### src/rtl/dwt_lift_pkg.sv
package dwt_lift_pkg;
    localparam int CORE_W = 24;
    localparam int FRAC   = 12;
    localparam int PROD_W = 48;

    typedef logic signed [CORE_W-1:0] word_t;
    typedef logic signed [PROD_W-1:0] wide_t;

    typedef struct packed {
        logic  m97;
        logic  first;
        logic  last;
        word_t ev;
        word_t od;
    } pair_t;

    localparam wide_t HALF = wide_t'(1) <<< (FRAC - 1);

    // Q12 constants: steps 0..3 are lifting, 4 scales low, 5 scales high
    function automatic logic signed [15:0] coef97(input int step);
        case (step)
            0:       return -16'sd6497;
            1:       return -16'sd217;
            2:       return 16'sd3616;
            3:       return 16'sd1817;
            4:       return 16'sd5039;
            default: return 16'sd3330;
        endcase
    endfunction

    function automatic word_t lift_step(input int step, input logic m97,
                                        input word_t tgt, input word_t a, input word_t b);
        wide_t sum;
        wide_t prod;
        sum  = wide_t'(a) + wide_t'(b);
        prod = sum * wide_t'(coef97(step)) + HALF;
        if (m97)
            return tgt + word_t'(prod >>> FRAC);
        case (step)
            0:       return tgt - word_t'(sum >>> 1);
            1:       return tgt + word_t'((sum + wide_t'(2)) >>> 2);
            default: return tgt;
        endcase
    endfunction

    function automatic word_t scale_q12(input word_t v, input int step);
        wide_t prod;
        prod = wide_t'(v) * wide_t'(coef97(step)) + HALF;
        return word_t'(prod >>> FRAC);
    endfunction
endpackage

### src/rtl/dwt_predict.sv
module dwt_predict
    import dwt_lift_pkg::*;
#(
    parameter int STEP = 0
) (
    input  logic  clk,
    input  logic  rst_n,
    input  logic  vin,
    input  pair_t tin,
    output logic  vout,
    output pair_t tout
);
    typedef struct packed {
        logic  hv;
        pair_t hold;
        logic  ov;
        pair_t o;
    } st_t;

    st_t st_d, st_q;

    always_comb begin
        st_d    = st_q;
        st_d.ov = 1'b0;
        if (vin) begin
            if (st_q.hv) begin
                st_d.o    = st_q.hold;
                st_d.o.od = lift_step(STEP, st_q.hold.m97, st_q.hold.od, st_q.hold.ev, tin.ev);
                st_d.ov   = 1'b1;
            end
            st_d.hold = tin;
            st_d.hv   = 1'b1;
        end else if (st_q.hv && st_q.hold.last) begin
            // right neighbour mirrored onto the pair's own even sample
            st_d.o    = st_q.hold;
            st_d.o.od = lift_step(STEP, st_q.hold.m97, st_q.hold.od, st_q.hold.ev, st_q.hold.ev);
            st_d.ov   = 1'b1;
            st_d.hv   = 1'b0;
        end
    end

    always_ff @(posedge clk) begin
        if (!rst_n) st_q <= '0;
        else        st_q <= st_d;
    end

    assign vout = st_q.ov;
    assign tout = st_q.o;

    // a new pair never arrives while a line's final pair still waits to drain
    a_r7_no_overlap: assert property (@(posedge clk) disable iff (!rst_n)
        !(vin && st_q.hv && st_q.hold.last));
endmodule

### src/rtl/dwt_update.sv
module dwt_update
    import dwt_lift_pkg::*;
#(
    parameter int STEP = 1
) (
    input  logic  clk,
    input  logic  rst_n,
    input  logic  vin,
    input  pair_t tin,
    output logic  vout,
    output pair_t tout
);
    typedef struct packed {
        word_t prev;
        logic  ov;
        pair_t o;
    } st_t;

    st_t   st_d, st_q;
    word_t left;

    always_comb begin
        st_d    = st_q;
        st_d.ov = vin;
        left    = tin.first ? tin.od : st_q.prev;
        if (vin) begin
            st_d.o    = tin;
            st_d.o.ev = lift_step(STEP, tin.m97, tin.ev, left, tin.od);
            st_d.prev = tin.od;
        end
    end

    always_ff @(posedge clk) begin
        if (!rst_n) st_q <= '0;
        else        st_q <= st_d;
    end

    assign vout = st_q.ov;
    assign tout = st_q.o;
endmodule

### src/rtl/dwt_scale.sv
module dwt_scale
    import dwt_lift_pkg::*;
(
    input  logic  clk,
    input  logic  rst_n,
    input  logic  vin,
    input  pair_t tin,
    output logic  vout,
    output logic  first,
    output logic  last,
    output word_t lo,
    output word_t hi
);
    typedef struct packed {
        logic  ov;
        logic  first;
        logic  last;
        word_t lo;
        word_t hi;
    } st_t;

    localparam word_t LIM = word_t'(1) <<< 20;

    st_t st_d, st_q;

    always_comb begin
        st_d       = st_q;
        st_d.ov    = vin;
        if (vin) begin
            st_d.first = tin.first;
            st_d.last  = tin.last;
            st_d.lo    = tin.m97 ? scale_q12(tin.ev, 4) : tin.ev;
            st_d.hi    = tin.m97 ? scale_q12(tin.od, 5) : tin.od;
        end
    end

    always_ff @(posedge clk) begin
        if (!rst_n) st_q <= '0;
        else        st_q <= st_d;
    end

    assign vout  = st_q.ov;
    assign first = st_q.first;
    assign last  = st_q.last;
    assign lo    = st_q.lo;
    assign hi    = st_q.hi;

    // lifted values keep well inside the core word before scaling
    a_r9_headroom: assert property (@(posedge clk) disable iff (!rst_n)
        vin |-> (tin.ev < LIM && tin.ev > -LIM && tin.od < LIM && tin.od > -LIM));
endmodule

### src/rtl/lift_dwt1d.sv
module lift_dwt1d
    import dwt_lift_pkg::*;
#(
    parameter int SAMPLE_W = 16,
    parameter int LEN_W    = 10
) (
    input  logic                       clk,
    input  logic                       rst_n,
    input  logic                       in_valid,
    output logic                       in_ready,
    input  logic                       in_sol,
    input  logic                       in_mode,
    input  logic [LEN_W-1:0]           in_len,
    input  logic signed [SAMPLE_W-1:0] in_even,
    input  logic signed [SAMPLE_W-1:0] in_odd,
    output logic                       out_valid,
    output logic                       out_first,
    output logic                       out_last,
    output logic signed [CORE_W-1:0]   out_low,
    output logic signed [CORE_W-1:0]   out_high
);
    localparam int NPAIR = 2;
    localparam int NLINK = 2 * NPAIR + 1;

    typedef struct packed {
        logic             block;
        logic [LEN_W-1:0] cnt;
        logic [LEN_W-1:0] len;
        logic             m97;
    } ctl_t;

    ctl_t             ctl_d, ctl_q;
    logic [LEN_W-1:0] idx, cur_len;
    logic             cur_m, acc;
    pair_t            tok;
    pair_t            link [NLINK];
    logic             lv   [NLINK];

    assign in_ready = !ctl_q.block;
    assign acc      = in_valid && in_ready;

    always_comb begin
        ctl_d     = ctl_q;
        idx       = in_sol ? '0 : ctl_q.cnt;
        cur_len   = in_sol ? in_len : ctl_q.len;
        cur_m     = in_sol ? in_mode : ctl_q.m97;
        tok.m97   = cur_m;
        tok.first = in_sol;
        tok.last  = (idx == cur_len - 1'b1);
        tok.ev    = word_t'(in_even);
        tok.od    = word_t'(in_odd);
        ctl_d.block = acc && tok.last;
        if (acc) begin
            ctl_d.cnt = idx + 1'b1;
            ctl_d.len = cur_len;
            ctl_d.m97 = cur_m;
        end
    end

    always_ff @(posedge clk) begin
        if (!rst_n) ctl_q <= '0;
        else        ctl_q <= ctl_d;
    end

    assign link[0] = tok;
    assign lv[0]   = acc;

    for (genvar g = 0; g < NPAIR; g++) begin : g_lift
        dwt_predict #(.STEP(2 * g)) u_pred (
            .clk(clk), .rst_n(rst_n),
            .vin(lv[2*g]), .tin(link[2*g]),
            .vout(lv[2*g+1]), .tout(link[2*g+1])
        );
        dwt_update #(.STEP(2 * g + 1)) u_upd (
            .clk(clk), .rst_n(rst_n),
            .vin(lv[2*g+1]), .tin(link[2*g+1]),
            .vout(lv[2*g+2]), .tout(link[2*g+2])
        );
    end

    dwt_scale u_scale (
        .clk(clk), .rst_n(rst_n),
        .vin(lv[NLINK-1]), .tin(link[NLINK-1]),
        .vout(out_valid), .first(out_first), .last(out_last),
        .lo(out_low), .hi(out_high)
    );

    // the drain gap after a line lasts a single cycle
    a_r1_gap_one: assert property (@(posedge clk) disable iff (!rst_n)
        !in_ready |=> in_ready);

    // a line is at least four pairs long
    a_r8_len_min: assert property (@(posedge clk) disable iff (!rst_n)
        (acc && in_sol) |-> (in_len >= LEN_W'(4)));
endmodule

### config.mk
export PLATFORM = sky130hd
export DESIGN_NAME = lift_dwt1d
export DESIGN_NICKNAME = d
export VERILOG_FILES = /design/src/rtl/dwt_lift_pkg.sv /design/src/rtl/dwt_predict.sv /design/src/rtl/dwt_update.sv /design/src/rtl/dwt_scale.sv /design/src/rtl/lift_dwt1d.sv
export SDC_FILE = /design/constraint.sdc
export NUM_CORES = 2
export LEC_CHECK = 0
export BUFFER_PORTS_ARGS = -buffer_cell sky130_fd_sc_hd__buf_4
export CAP_MARGIN = 20
export CORE_MARGIN = 3
export CORE_UTILIZATION = 59
export DETAILED_ROUTE_END_ITERATION = 10
export PLACE_DENSITY = 0.75
export SYNTH_ARGS = -nofsm -noshare
export SYNTH_HDL_FRONTEND = slang
export SYNTH_SLANG_ARGS = --single-unit
### constraint.sdc
create_clock -name clk -period 16.6 [get_ports clk]
set_input_delay 3.32 -clock clk [delete_from_list [all_inputs] [get_ports clk]]
set_output_delay 3.32 -clock clk [all_outputs]
set_load 0.01 [all_outputs]
==> flow_metrics.py <==
metrics = {
    "worst_setup_path": {
        "crit_path_end_kind": "flip-flop",
        "path_class": "in -> reg",
        "cp_max_fo": 7,
        "slowest_delay_ns": 0.64,
        "critPathSlowestCell": "a2111oi_0",
        "worstPathRequired_ns": 17.09,
        "start_kind": "input pin",
        "crit_arrival_ns": 15.03,
    },
    "yosys": {
        "yosysTopAreaCellShare_pct": 25.5,
        "synth_area_leaders": "ha_1 25%, fa_1 24%, dfxtp_1 10%, inv_1 7.3%, xnor2_1 4.4%",
        "ys_types": 92,
        "synth-main-ff-cell": "dfxtp_1",
        "syn-cell-area_sq_mm": 0.0703,
        "synth.ff_latch_count": 360,
        "synth_compound_area_share_pct": 11.7,
        "synthesis.nets": 10100,
        "synth_top_family_by_area": "adder cells",
        "muxShareOfSynthArea_pct": 3.53,
        "synth_xor_area_share_pct": 6.71,
        "seq_area_frac_synth_pct": 10.2,
        "yosys.area_share.simple_pct": 9.95,
        "syn_avg_cell_area_sq_um": 9.02,
        "yosysWarnings": 0,
        "synth_adder_area_share_pct": 49.7,
        "synth_edf_count": 0,
        "async_flop_share_pct": 0,
        "synth.most_common_cell": "ha_1",
        "synth_top_area_cell": "ha_1",
        "netlist_instances": 7795,
        "ys_top_cells_by_count": "1431 x ha_1, 1365 x inv_1, 850 x fa_1",
    },
    "clocking": {
        "cts-root-buf": "clkbuf_16",
        "cts.sinks": 360,
        "post_cts_resized": 0,
        "clk_pin_slew_ns": 0.06,
        "cts_made_buffers": 46,
        "cts_tree": "yes",
        "worstSkewPairLatency_ns": 0.63,
        "cts_hold_buf": 0,
        "cts_max_level": 2,
        "postCtsSetupBuffers": 0,
        "cts_max_path_buffers": 3,
    },
    "timing": {
        "finClkSkew_ns": 0.0309,
        "setup_ws_ns": 2.06,
        "min_period_over_period_pct": 87.6,
        "relSlewSlack_pct": 28.3,
        "fmax_ghz": 0.0688,
        "finalSetupTns_ns": 0,
        "hold_viol": 0,
        "setup_viol_count_final": 0,
        "fin_crit_ns": 14.54,
        "worst_slew_pin_slew_ns": 1.07,
        "rsz0062_at_grt": "no",
        "drv_slew": 0,
    },
    "drt": {
        "wl_per_cell_um": 19.1,
        "drtIter0Drc": 3254,
        "dr.pass1.iters": 6,
        "drc_errors": 0,
        "antenna_left": 0,
        "viasPerCell": 5.72,
        "vias": 53800,
        "drt_wl_total_um": 179000,
    },
    "place": {
        "dpl_cell_area_sq_mm": 0.0729,
        "dpl.hpwl_um": 149000,
        "gp_congestion": 0.961,
        "numPortBuffers": 98,
        "dp_slack_ns": 1.55,
    },
    "global_route": {
        "grt_pass1_vias": 55600,
        "grt_pass1_wl_um": 291000,
        "grt_max_degree": 157,
        "overflow": 0,
        "track_usage_pct": 29.5,
        "antenna_found_initial": 5,
    },
    "job": {
        "max_cap_viol_count": 0,
    },
    "cells_and_area": {
        "final_area_sq_mm": 0.0745,
        "drive_gt1_share_pct": 4.54,
        "area_growth_pct": 5.92,
        "post-route-util_pct": 63.0,
        "fillers": 9868,
        "nets": 10200,
    },
    "floorplanning": {
        "io_pins": 99,
        "rows": 126,
        "die_w_um": 351,
        "die-area_sq_mm": 0.123,
        "die_h_um": 351,
        "start_util_pct": 59.5,
        "core_sq_mm": 0.118,
    },
    "status": {
        "outcome": "finished clean",
    },
    "worst_hold_path": {
        "worst_hold_path_type": "reg -> reg",
    },
}
==> stage by stage <==
stage / std cells / hold slack (ns)
2_1_floorplan: 7795 / 0.431
3_3_place_gp: 9320 / 0.444
3_5_place_dp: 9320 / 0.448
4_1_cts: 9403 / 0.456
5_1_grt: 9404 / 0.469
6_report: 9410 / 0.455
==> cells in the final DEF, fill, tap and decap left out, types with 11 or more instances in the layout <==
cell | synthesis | routed
o211ai_1 | 26 | 26
nor3b_1 | 11 | 11
nand2b_1 | 77 | 77
buf_4 | 0 | 161
a41oi_1 | 12 | 12
nand3_1 | 101 | 101
o22ai_1 | 18 | 17
o2111ai_1 | 11 | 11
or3_1 | 30 | 30
fa_1 | 850 | 850
nand2_1 | 453 | 452
a21o_1 | 108 | 108
o21a_1 | 61 | 61
a21boi_0 | 14 | 14
o21ai_1 | 22 | 22
clkbuf_16 | 0 | 47
xnor2_1 | 356 | 356
ha_1 | 1431 | 1431
and3_1 | 36 | 36
a21oi_1 | 458 | 458
o21bai_1 | 43 | 43
and2_1 | 33 | 33
nor2_1 | 510 | 510
o21ai_0 | 252 | 250
nor2b_1 | 65 | 64
xor2_1 | 183 | 183
inv_1 | 1365 | 1365
o41ai_1 | 12 | 12
o221ai_1 | 15 | 15
nand4_1 | 20 | 20
nor4_1 | 20 | 20
nor3_1 | 100 | 100
dfxtp_1 | 360 | 353
o31ai_1 | 20 | 20
a211oi_1 | 70 | 70
mux2i_1 | 196 | 196
or2_2 | 31 | 31
a31oi_1 | 39 | 39
mux2_2 | 46 | 46
==> registers in the layout, indices dropped and copies added (netlist names) <==
signal              cells
g_lift.u_pred.tout     94
g_lift.u_pred.st_q     88
g_lift.u_upd.tout      54
g_lift.u_upd.st_q      48
u_scale.hi             24
u_scale.lo             24
ctl_q                  21
g_lift.u_pred.vout      2
g_lift.u_upd.vout       2
u_scale.first           1
u_scale.last            1
u_scale.vout            1
==> critical path, delay by kind of cell <==
family,cells,cell delay [ns]
AO/OA/AOI/OAI,23,5.39
XOR/XNOR,2,0.52
buffers and inverters,5,0.57
AND/OR/NAND/NOR,6,1.25
adder cells (fa/ha/maj),9,3.95
==> per-layer routing <==
layer / wire [um] / track usage (%)
met1: 77500 / 38.6
met4: 7790 / 11.4
met2: 84500 / 50.1
met3: 9540 / 3.42
met5: 0 / 0
==> path summary, 6_finish.rpt <==
kind	to	cells past startpoint	slack, ns	from
max	g_lift[0].u_pred.tout[23]$_SDFFE_PN0P_	45	2.06	in_even[1]
min	ctl_q[2]$_SDFFE_PN0P_	2	0.45	ctl_q[2]$_SDFFE_PN0P_
max reg2reg	g_lift[0].u_pred.tout[23]$_SDFFE_PN0P_	44	3.98	g_lift[0].u_pred.st_q[77]$_SDFFE_PN0P_
min reg2reg	ctl_q[2]$_SDFFE_PN0P_	2	0.45	ctl_q[2]$_SDFFE_PN0P_
==> cell families after synthesis <==
kind of cell             count (synthesis)
XOR/XNOR                               539
flip-flops                             360
AO/OA/AOI/OAI                         1305
AND/OR/NAND/NOR                       1524
multiplexers                           242
buffers and inverters                 1540
adder cells (fa/ha/maj)               2285
==> cell type report <==
class	instances	area, sq um	area share, %
inverters	1369	5150	6.91
multi-input cells	5895	57400	77.0
flip-flops and latches	360	7220	9.69
repair buffers	161	1210	1.62
clock inverters	21	288	0.386
well taps	1536	1920	2.58
diodes	6	15.0	0.0202
clock buffers	62	1310	1.76
Power is left out: the tool's default activity adds up to more than one toggle a clock period on the data nets, which glitch-free logic cannot reach.
